**src/rtl/eag_pkg.sv**
```systemverilog
package eag_pkg;

    typedef enum logic [2:0] {
        AM_ABS          = 3'd0,
        AM_REG          = 3'd1,
        AM_BASE_OFS     = 3'd2,
        AM_IDX_OFS      = 3'd3,
        AM_BASE_IDX     = 3'd4,
        AM_BASE_IDX_OFS = 3'd5,
        AM_RSV6         = 3'd6,
        AM_RSV7         = 3'd7
    } amode_e;

    // which terms enter the sum for a given mode
    typedef struct packed {
        logic legal;
        logic take_base;
        logic take_index;
        logic take_disp;
        logic disp_whole;   // displacement used at full width regardless of tag
    } term_sel_t;

    function automatic term_sel_t decode_mode(input amode_e m);
        term_sel_t t;
        t = '0;
        unique case (m)
            AM_ABS: begin
                t.legal      = 1'b1;
                t.take_disp  = 1'b1;
                t.disp_whole = 1'b1;
            end
            AM_REG: begin
                t.legal     = 1'b1;
                t.take_base = 1'b1;
            end
            AM_BASE_OFS: begin
                t.legal     = 1'b1;
                t.take_base = 1'b1;
                t.take_disp = 1'b1;
            end
            AM_IDX_OFS: begin
                t.legal      = 1'b1;
                t.take_index = 1'b1;
                t.take_disp  = 1'b1;
            end
            AM_BASE_IDX: begin
                t.legal      = 1'b1;
                t.take_base  = 1'b1;
                t.take_index = 1'b1;
            end
            AM_BASE_IDX_OFS: begin
                t.legal      = 1'b1;
                t.take_base  = 1'b1;
                t.take_index = 1'b1;
                t.take_disp  = 1'b1;
            end
            default: t = '0;
        endcase
        return t;
    endfunction

endpackage

```
**src/rtl/eag_disp_ext.sv**
```systemverilog
module eag_disp_ext #(
    parameter int ADDR_W  = 32,
    parameter int SHORT_W = 8
) (
    input  logic [ADDR_W-1:0] raw,
    input  logic              long_tag,
    input  logic              whole,
    output logic [ADDR_W-1:0] ext
);
    localparam int PAD_W = ADDR_W - SHORT_W;

    logic [SHORT_W-1:0] short_part;
    logic [ADDR_W-1:0]  short_ext;

    assign short_part = raw[SHORT_W-1:0];
    assign short_ext  = {{PAD_W{short_part[SHORT_W-1]}}, short_part};

    always_comb begin
        if (whole || long_tag) begin
            ext = raw;
        end else begin
            ext = short_ext;
        end
    end
endmodule

```
**src/rtl/eag_index_scale.sv**
```systemverilog
module eag_index_scale #(
    parameter int ADDR_W  = 32,
    parameter int SCALE_W = 2
) (
    input  logic [ADDR_W-1:0]  idx,
    input  logic [SCALE_W-1:0] sc,
    output logic [ADDR_W-1:0]  scaled
);
    localparam int N_SHIFT = 1 << SCALE_W;

    logic [ADDR_W-1:0] cand [N_SHIFT];

    for (genvar s = 0; s < N_SHIFT; s++) begin : g_shift
        assign cand[s] = idx << s;
    end

    assign scaled = cand[sc];
endmodule

```
**src/rtl/eag_term_adder.sv**
```systemverilog
module eag_term_adder
    import eag_pkg::*;
#(
    parameter int ADDR_W = 32
) (
    input  term_sel_t         sel,
    input  logic [ADDR_W-1:0] base_v,
    input  logic [ADDR_W-1:0] idx_scaled,
    input  logic [ADDR_W-1:0] disp_ext,
    output logic [ADDR_W-1:0] sum
);
    logic [ADDR_W-1:0] t_base;
    logic [ADDR_W-1:0] t_idx;
    logic [ADDR_W-1:0] t_disp;

    assign t_base = sel.take_base  ? base_v     : '0;
    assign t_idx  = sel.take_index ? idx_scaled : '0;
    assign t_disp = sel.take_disp  ? disp_ext   : '0;

    // three-term add; carry out beyond ADDR_W bits is dropped
    assign sum = t_base + t_idx + t_disp;
endmodule

```
**src/rtl/eag_top.sv**
```systemverilog
module eag_top
    import eag_pkg::*;
#(
    parameter int ADDR_W  = 32,
    parameter int SHORT_W = 8,
    parameter int SCALE_W = 2
) (
    input  logic               clk,
    input  logic               rst,
    input  logic               in_valid,
    input  logic [2:0]         mode,
    input  logic [ADDR_W-1:0]  base_val,
    input  logic [ADDR_W-1:0]  index_val,
    input  logic [SCALE_W-1:0] scale_code,
    input  logic [ADDR_W-1:0]  disp_raw,
    input  logic               disp_long,
    output logic [ADDR_W-1:0]  ea_out,
    output logic               ea_valid
);
    term_sel_t         sel;
    logic [ADDR_W-1:0] disp_x;
    logic [ADDR_W-1:0] idx_x;
    logic [ADDR_W-1:0] ea_next;
    logic              take;

    assign sel  = decode_mode(amode_e'(mode));
    assign take = in_valid && sel.legal;

    eag_disp_ext #(.ADDR_W(ADDR_W), .SHORT_W(SHORT_W)) u_disp (
        .raw      (disp_raw),
        .long_tag (disp_long),
        .whole    (sel.disp_whole),
        .ext      (disp_x)
    );

    eag_index_scale #(.ADDR_W(ADDR_W), .SCALE_W(SCALE_W)) u_scale (
        .idx    (index_val),
        .sc     (scale_code),
        .scaled (idx_x)
    );

    eag_term_adder #(.ADDR_W(ADDR_W)) u_add (
        .sel        (sel),
        .base_v     (base_val),
        .idx_scaled (idx_x),
        .disp_ext   (disp_x),
        .sum        (ea_next)
    );

    always_ff @(posedge clk) begin
        if (rst) begin
            ea_out   <= '0;
            ea_valid <= 1'b0;
        end else begin
            ea_valid <= take;
            if (take) begin
                ea_out <= ea_next;
            end
        end
    end
endmodule

```
**config.mk**
```make
export PLATFORM = sky130hd
export DESIGN_NAME = eag_top
export DESIGN_NICKNAME = d
export VERILOG_FILES = /design/src/rtl/eag_pkg.sv /design/src/rtl/eag_disp_ext.sv /design/src/rtl/eag_index_scale.sv /design/src/rtl/eag_term_adder.sv /design/src/rtl/eag_top.sv
export SDC_FILE = /design/constraint.sdc
export NUM_CORES = 1
export LEC_CHECK = 0
export BUFFER_PORTS_ARGS = -buffer_cell sky130_fd_sc_hd__buf_4
export CELL_PAD_IN_SITES_DETAIL_PLACEMENT = 0
export CELL_PAD_IN_SITES_GLOBAL_PLACEMENT = 2
export CORE_MARGIN = 4
export CORE_UTILIZATION = 33
export DETAILED_ROUTE_END_ITERATION = 12
export GPL_ROUTABILITY_DRIVEN = 1
export MAX_ROUTING_LAYER = met4
export PLACE_DENSITY = 0.95
export SLEW_MARGIN = 15
export SYNTH_ARGS = -nofsm -noshare
export SYNTH_HDL_FRONTEND = slang
export SYNTH_SLANG_ARGS = --single-unit
```
**constraint.sdc**
```tcl
create_clock -name clk -period 6.3 [get_ports clk]
set_input_delay 0.315 -clock clk [delete_from_list [all_inputs] [get_ports clk]]
set_output_delay 0.315 -clock clk [all_outputs]
set_load 0.03 [all_outputs]
```
==> metrics, run 1 <==
vias in the first global route=5106; Worst setup SP type=input port; H-tree depth=2; Worst slew margin=32.60%; die height=132.1 microns; Cell Area, Synth=0.005079 sq mm; RePlAce Congestion=0.9365; Worst Setup SP=mode[1]; Final Setup Violations=0; Synth Instances=649; Hold Crit Class=in -> reg; most frequent cell after synthesis=nand2_1; TritonCTS Buffers=5; antenna cells=0; Worst VDD drop=0.1072 mV; IO buf count=137; reg2reg end=ea_out[31]; Cell Rows=45; area grow syn2layout=25.97%; Core Util, Final=42.24%; TNS Setup=0 ps; Initial DRC Count=268; Comb power frac=59.3%; final net count=928; P per Cell Area=196.5 mW/mm^2; Post-CTS Setup Bufs=0; Unique masters post-synth=60; first-pass GRT wire length=26680 microns; via count=4915; root buf cell=clkbuf_16; Final HPWL DP=13800 microns; critical path data required time=6440 ps; vias per inst=5.174; list of most frequent post-synthesis cells=156 x nand2_1, 62 x inv_1, 41 x a21oi_1; ys async rst share=0%; critical path endpoint category=register; clk_lat worst skew=270 ps; Die Span X=132.1 microns; Synth Warn #=0; clock buffer depth=2; Fmax=228.0 MHz; crit share post-route=69.61%; RSZ-0062 raised after global routing=no; wire per inst=16.81 microns; IO Count=138; Initial Utilization=33.53%; Clk pwr share=20.3%; drt drc=0; cell taking the most area after synthesis=dfxtp_1; Max Slew Vio Count=0; worst r2r src=ea_out[31]; total track usage=19.00%; Yosys reg bits=33; R2R Setup Slk=5450 ps; crit path to=ea_out[29]; maxcap violations=0; die area=0.01744 sq mm; crit path max fanout=29; Routed WL=15970 microns; Post-synth EDFFs=0; number of hold buffers added after CTS=0; Reg2Reg Depth=2; dpl cells=942; Sink Count=33; sw frac=43.07%; synthesized area per cell=7.825 sq um; Lkg Pwr=3.086 nW; largest net degree at the start of global routing=35; top cell type's share of synthesized area=13.01%; sequential share of the synthesized area=13.01%; Switch Pwr=0.5414 mW; crit path DAT=4520 ps; Clock Pin Slew Worst Setup and Hold Paths=60 ps; Worst Tran Pin Value=1011 ps; top_reg_cell synth=dfxtp_1; GRT overflow=0; hold path cells=2; Synth area leaders=dfxtp_1 13%, fa_1 13%, mux4_2 12%; fin crit period=4386 ps; Pint=0.7158 mW; Final Power=1.257 mW; Hold Fails Final Rpt=0; syn_nets=816; TritonCTS clock tree=done; layout cells sized above 1=24.80%; first-pass iteration count of the detailed router=4; status=completed; CP Class=in -> reg; remaining antenna violation count=0; Core Area=0.01515 sq mm; initial antenna violation count=0; Resized cells post-CTS=0; Post-Layout Cell Count=950; Setup Skew=0 ps; Reg power frac=20.4%
[area by class of cell]
class                      count  area (sq um)
sequential                    33         660.6
inverter                      62         232.7
fill                        1507          8748
multi-input combinational    519          4060
clock inverter                 1         5.005
tap                          188         235.2
clock buffer                   7         152.6
timing repair buffer         140          1051
[metrics by stage]
stage	cell area, sq um	hold WS [ps]	setup slack [ps]
floorplan	5079	580.1	2443
global placement	6232	441.3	1525
detailed placement	6235	455.5	1440
CTS	6392	399.9	1752
global route	6397	421.6	1476
finish	6397	410.8	1914
[power by group through the flow]
stage / clock (mW) / sequential [mW] / combinational [mW]
after detailed placement: 0 / 0.261 / 0.744
after global placement: 0 / 0.260 / 0.743
after floorplan: 0 / 0.315 / 0.454
after global routing: 0.267 / 0.260 / 0.836
after CTS: 0.260 / 0.257 / 0.749
final: 0.255 / 0.256 / 0.746
[critical path: stages]
cell and delay (ps):
buf_4 140, nand2_1 70, o21ai_2 770, inv_1 160
or3_1 420, fa_1 540, inv_1 50, ha_1 220
fa_1 430, a211oi_1 230, nor2_1 140, o21ai_1 200
a21oi_1 110, a211oi_1 420, or3_1 170, o311ai_0 130
[layout by cell type, fill, tap and decap left out, types with 3 or more instances in the layout]
master,synthesis,routed
a21oi_1,41,41
a21o_1,13,13
xnor2_1,13,12
or3_1,11,11
inv_1,62,62
xor2_1,4,4
nand2_1,156,156
nor2_1,26,24
nand3_1,6,6
nand3b_1,4,4
fa_1,32,32
mux4_2,28,28
mux2i_1,5,5
nor2b_1,3,3
o21a_1,8,8
nand2b_1,3,3
a221o_1,3,3
nor3_1,4,4
and3_1,3,3
a21boi_0,3,3
o21ai_1,6,6
clkbuf_16,0,5
o211ai_1,6,6
a211oi_1,12,12
o21ai_0,40,39
a32o_1,7,7
ha_1,30,30
o21bai_1,4,4
and2_1,13,13
dfxtp_1,33,33
nand4_1,3,3
a22o_1,5,5
buf_4,1,140
[worst min-delay path by stage]
stage | from | endpoint
CTS | rst | ea_out[31]
global placement | ea_out[17] | ea_out[17]
floorplan | ea_out[13] | ea_out[13]
finish | rst | ea_out[31]
detailed placement | ea_out[17] | ea_out[17]
global route | rst | ea_out[5]
[cell families after synthesis]
logic type,synth area share (%)
AO/OA/AOI/OAI,22.74
XOR/XNOR,3.252
adder cells (fa/ha/maj),20.00
buffers and inverters,7.465
flip-flops,13.01
multiplexers,13.70
AND/OR/NAND/NOR,19.83
[per-layer routing]
layer	track usage [%]	wire, microns
met5	-	0
met4	4.317	166
met3	1.679	683
met2	28.68	7106
met1	27.73	8011
[registers in the layout (all words and copies together) (netlist names)]
name and cells:
ea_out 32, ea_valid 1
No activity file was read; power rests on OpenSTA's default activity.
==> inputs of run 2 (changes only) <==
--- a/config.mk
+++ b/config.mk
@@ -9,11 +9,11 @@
 export CELL_PAD_IN_SITES_DETAIL_PLACEMENT = 0
 export CELL_PAD_IN_SITES_GLOBAL_PLACEMENT = 2
 export CORE_MARGIN = 4
-export CORE_UTILIZATION = 33
+export CORE_UTILIZATION = 31
 export DETAILED_ROUTE_END_ITERATION = 12
 export GPL_ROUTABILITY_DRIVEN = 1
 export MAX_ROUTING_LAYER = met4
-export PLACE_DENSITY = 0.95
+export PLACE_DENSITY = 0.91
 export SLEW_MARGIN = 15
 export SYNTH_ARGS = -nofsm -noshare
 export SYNTH_HDL_FRONTEND = slang
==> constraint.sdc (replaced) <==
create_clock -name clk -period 4.55 [get_ports clk]
set_input_delay 0.2275 -clock clk [delete_from_list [all_inputs] [get_ports clk]]
set_output_delay 0.2275 -clock clk [all_outputs]
set_load 0.03 [all_outputs]
==> run 2 against run 1 <==
Compared with the run above: via count increased by 2.4%; die area increased by 6.1%; clock power increased by 23%; register-to-register slack got worse by 1800 ps; cell count increased by 3.7%.
==> metrics, run 2 (synthesis gave the netlist of run 1 again) <==
Post-CTS Setup Bufs=0 (unchanged); hold path cells=2 (unchanged); Hold Crit Class=in -> reg (unchanged); wire per inst=16.51 microns (was 16.81 microns); worst r2r src=ea_out[31] (unchanged); Final Power=1.718 mW (was 1.257 mW); vias per inst=5.108 (was 5.174); Fmax=254.0 MHz; vias in the first global route=4984 (was 5106); Bufs and invs on worst path=3 (unchanged); critical path data required time=4720 ps (was 6440 ps); Final Setup Violations=0 (unchanged); via count=5031 (was 4915); die area=0.01849 sq mm (was 0.01744 sq mm); Sink Count=33 (unchanged); drt drc=0 (unchanged); sw frac=43.72% (was 43.07%); Routed WL=16260 microns (was 15970 microns); Switch Pwr=0.7511 mW (was 0.5414 mW); max reg flops=32 (unchanged); Largest regs=ea_out x32, ea_valid x1 (unchanged); antenna cells=0 (unchanged); Clock Pin Slew Worst Setup and Hold Paths=50 ps (was 60 ps); Comb power frac=61.1% (was 59.3%); CP delay by family, top=compound AO/OA/AOI/OAI gates (unchanged); die height=136.0 microns (was 132.1 microns); Clk pwr share=18.3% (was 20.3%); final net count=935 (was 928); critical path endpoint category=register (unchanged); Critical Path Slowest Stage Cell=a311oi_1 (was o21ai_2); Initial Utilization=31.86% (was 33.53%); Lkg Pwr=3.103 nW (was 3.086 nW); Filler cells=1677 (was 1507); RePlAce Congestion=0.8887 (was 0.9365); Pint=0.9671 mW (was 0.7158 mW); Hold Fails Final Rpt=0 (unchanged); crit share post-route=86.52%; Most flops, register=ea_out (unchanged); largest net degree at the start of global routing=35 (unchanged); crit-path most repeated cell=buf_4; Hold Path Sink=ea_out[31] (unchanged); clk_lat worst skew=270 ps (about the same); most frequent cells in the layout=156 x nand2_1, 147 x buf_4, 62 x inv_1 (was 156 x nand2_1, 140 x buf_4, 62 x inv_1); Cell Rows=46 (was 45); reg2reg end=ea_out[31] (unchanged); layout cells sized above 1=24.97% (was 24.80%); H-tree depth=2 (unchanged); area grow syn2layout=27.12% (was 25.97%); crit path DAT=4110 ps (was 4520 ps); Final HPWL DP=14020 microns (was 13800 microns); CP max stage delay=570 ps (was 770 ps); Initial DRC Count=246 (was 268); Worst slew margin=52.18% (was 32.60%); Worst Tran Pin Value=715.6 ps (was 1011 ps); status=completed (unchanged); crit path max fanout=21 (was 29); CP Cell Sequence=buf_4 -> nor2b_1 -> xnor2_2 -> buf_4 -> nand2_1 -> fa_1 -> inv_1 -> ha_1 -> a21oi_1 -> o21ai_1 -> a311oi_1 -> o21ai_0 -> or3_1 -> a32o_1 (was buf_4 -> nand2_1 -> o21ai_2 -> inv_1 -> or3_1 -> fa_1 -> inv_1 -> ha_1 -> fa_1 -> a211oi_1 -> nor2_1 -> o21ai_1 -> a21oi_1 -> a211oi_1 -> or3_1 -> o311ai_0); Worst VDD drop=0.1753 mV (was 0.1072 mV); first-pass iteration count of the detailed router=5 (was 4); root buf cell=clkbuf_16 (unchanged); Resized cells post-CTS=0 (unchanged); P per Cell Area=266.1 mW/mm^2 (was 196.5 mW/mm^2); Reg2Reg Depth=2 (unchanged); maxcap violations=0 (unchanged); IO buf count=137 (unchanged); total track usage=18.09% (was 19.00%); GRT overflow=0 (unchanged); Post-Layout Cell Count=985 (was 950); R2R Setup Slk=3680 ps (was 5450 ps); first-pass GRT wire length=26150 microns (was 26680 microns); IO Count=138 (unchanged); dpl cells=977 (was 942); Reg power frac=20.6% (was 20.4%); Max Slew Vio Count=0 (unchanged); initial antenna violation count=0 (unchanged); Setup Skew=0 ps (unchanged); number of hold buffers added after CTS=0 (unchanged); most common cell after layout, fill and taps aside=nand2_1 (unchanged); Core Util, Final=40.50% (was 42.24%); Core Area=0.01594 sq mm (was 0.01515 sq mm); TritonCTS clock tree=done (unchanged); RSZ-0062 raised after global routing=no (unchanged); clock buffer depth=2 (unchanged); CP Class=in -> reg (unchanged); fin crit period=3937 ps; remaining antenna violation count=0 (unchanged); Worst setup SP type=input port (unchanged); Crit path depth=14 (was 16); Die Span X=136.0 microns (was 132.1 microns); TritonCTS Buffers=5 (unchanged); min-delay src=rst (unchanged); TNS Setup=0 ps (unchanged)
## run 2: changes by cell type in the layout (fill, tap and decap cells not counted)
cell,delta
buf_4,+7
clkbuf_1,+3
nor2_1,+1
clkinv_2,-1
clkbuf_8,-2
nor2_4,-1
## run 2: per-stage QoR
| stage | instance area [sq um] | hold WS (ps) | setup WS (ps) |
|---|---|---|---|
| after global placement | 6320 | 442.1 | 442.6 |
| final | 6456 | 313.9 | 613.3 |
| after detailed placement | 6320 | 445.8 | 340.7 |
| after CTS | 6456 | 314.2 | 635.8 |
| after global routing | 6456 | 320.9 | 284.0 |
| after floorplan | 5079 | 551.7 | 780.5 |
## run 2: area by class of cell
cell class | instances | area (sq um) | share of cell area, %
inverters | 62 | 232.7 | 3.605
clock buffers | 8 | 136.4 | 2.112
well taps | 216 | 270.3 | 4.186
multi-input cells | 519 | 4053 | 62.77
repair buffers | 147 | 1104 | 17.09
flip-flops and latches | 33 | 660.6 | 10.23
## run 2: layer usage
metal	vias up	track usage (%)	wire [microns]	share of wire [%]
li1	2508	-	-	-
met1	2350	27.40	8242	51
met2	164	26.91	7196	44
met3	9	1.036	705	4.3
met4	0	3.359	119	0.73
met5	-	-	0	0
## run 2: worst max path at each step
stage             startpoint         end  slack (ps)
6_report             mode[0]  ea_out[28]         610
5_1_grt              mode[1]  ea_out[31]         280
4_1_cts              mode[0]  ea_out[28]         640
3_5_place_dp         mode[0]  ea_out[28]         340
3_3_place_gp         mode[0]  ea_out[28]         440
2_1_floorplan  scale_code[0]  ea_out[30]         780
## run 2: worst reg2reg max path, stage by stage, from the launching register on
cell and delay (ps):
dfxtp_1 350, nor2_1 80, a2111oi_4 340
## run 2: power groups by stage
| stage | registers (mW) | logic (mW) | clock network [mW] |
|---|---|---|---|
| floorplan | 0.436 | 0.629 | 0 |
| global placement | 0.360 | 1.04 | 0 |
| detailed placement | 0.361 | 1.04 | 0 |
| CTS | 0.355 | 1.05 | 0.324 |
| global route | 0.359 | 1.17 | 0.334 |
| finish | 0.354 | 1.05 | 0.314 |
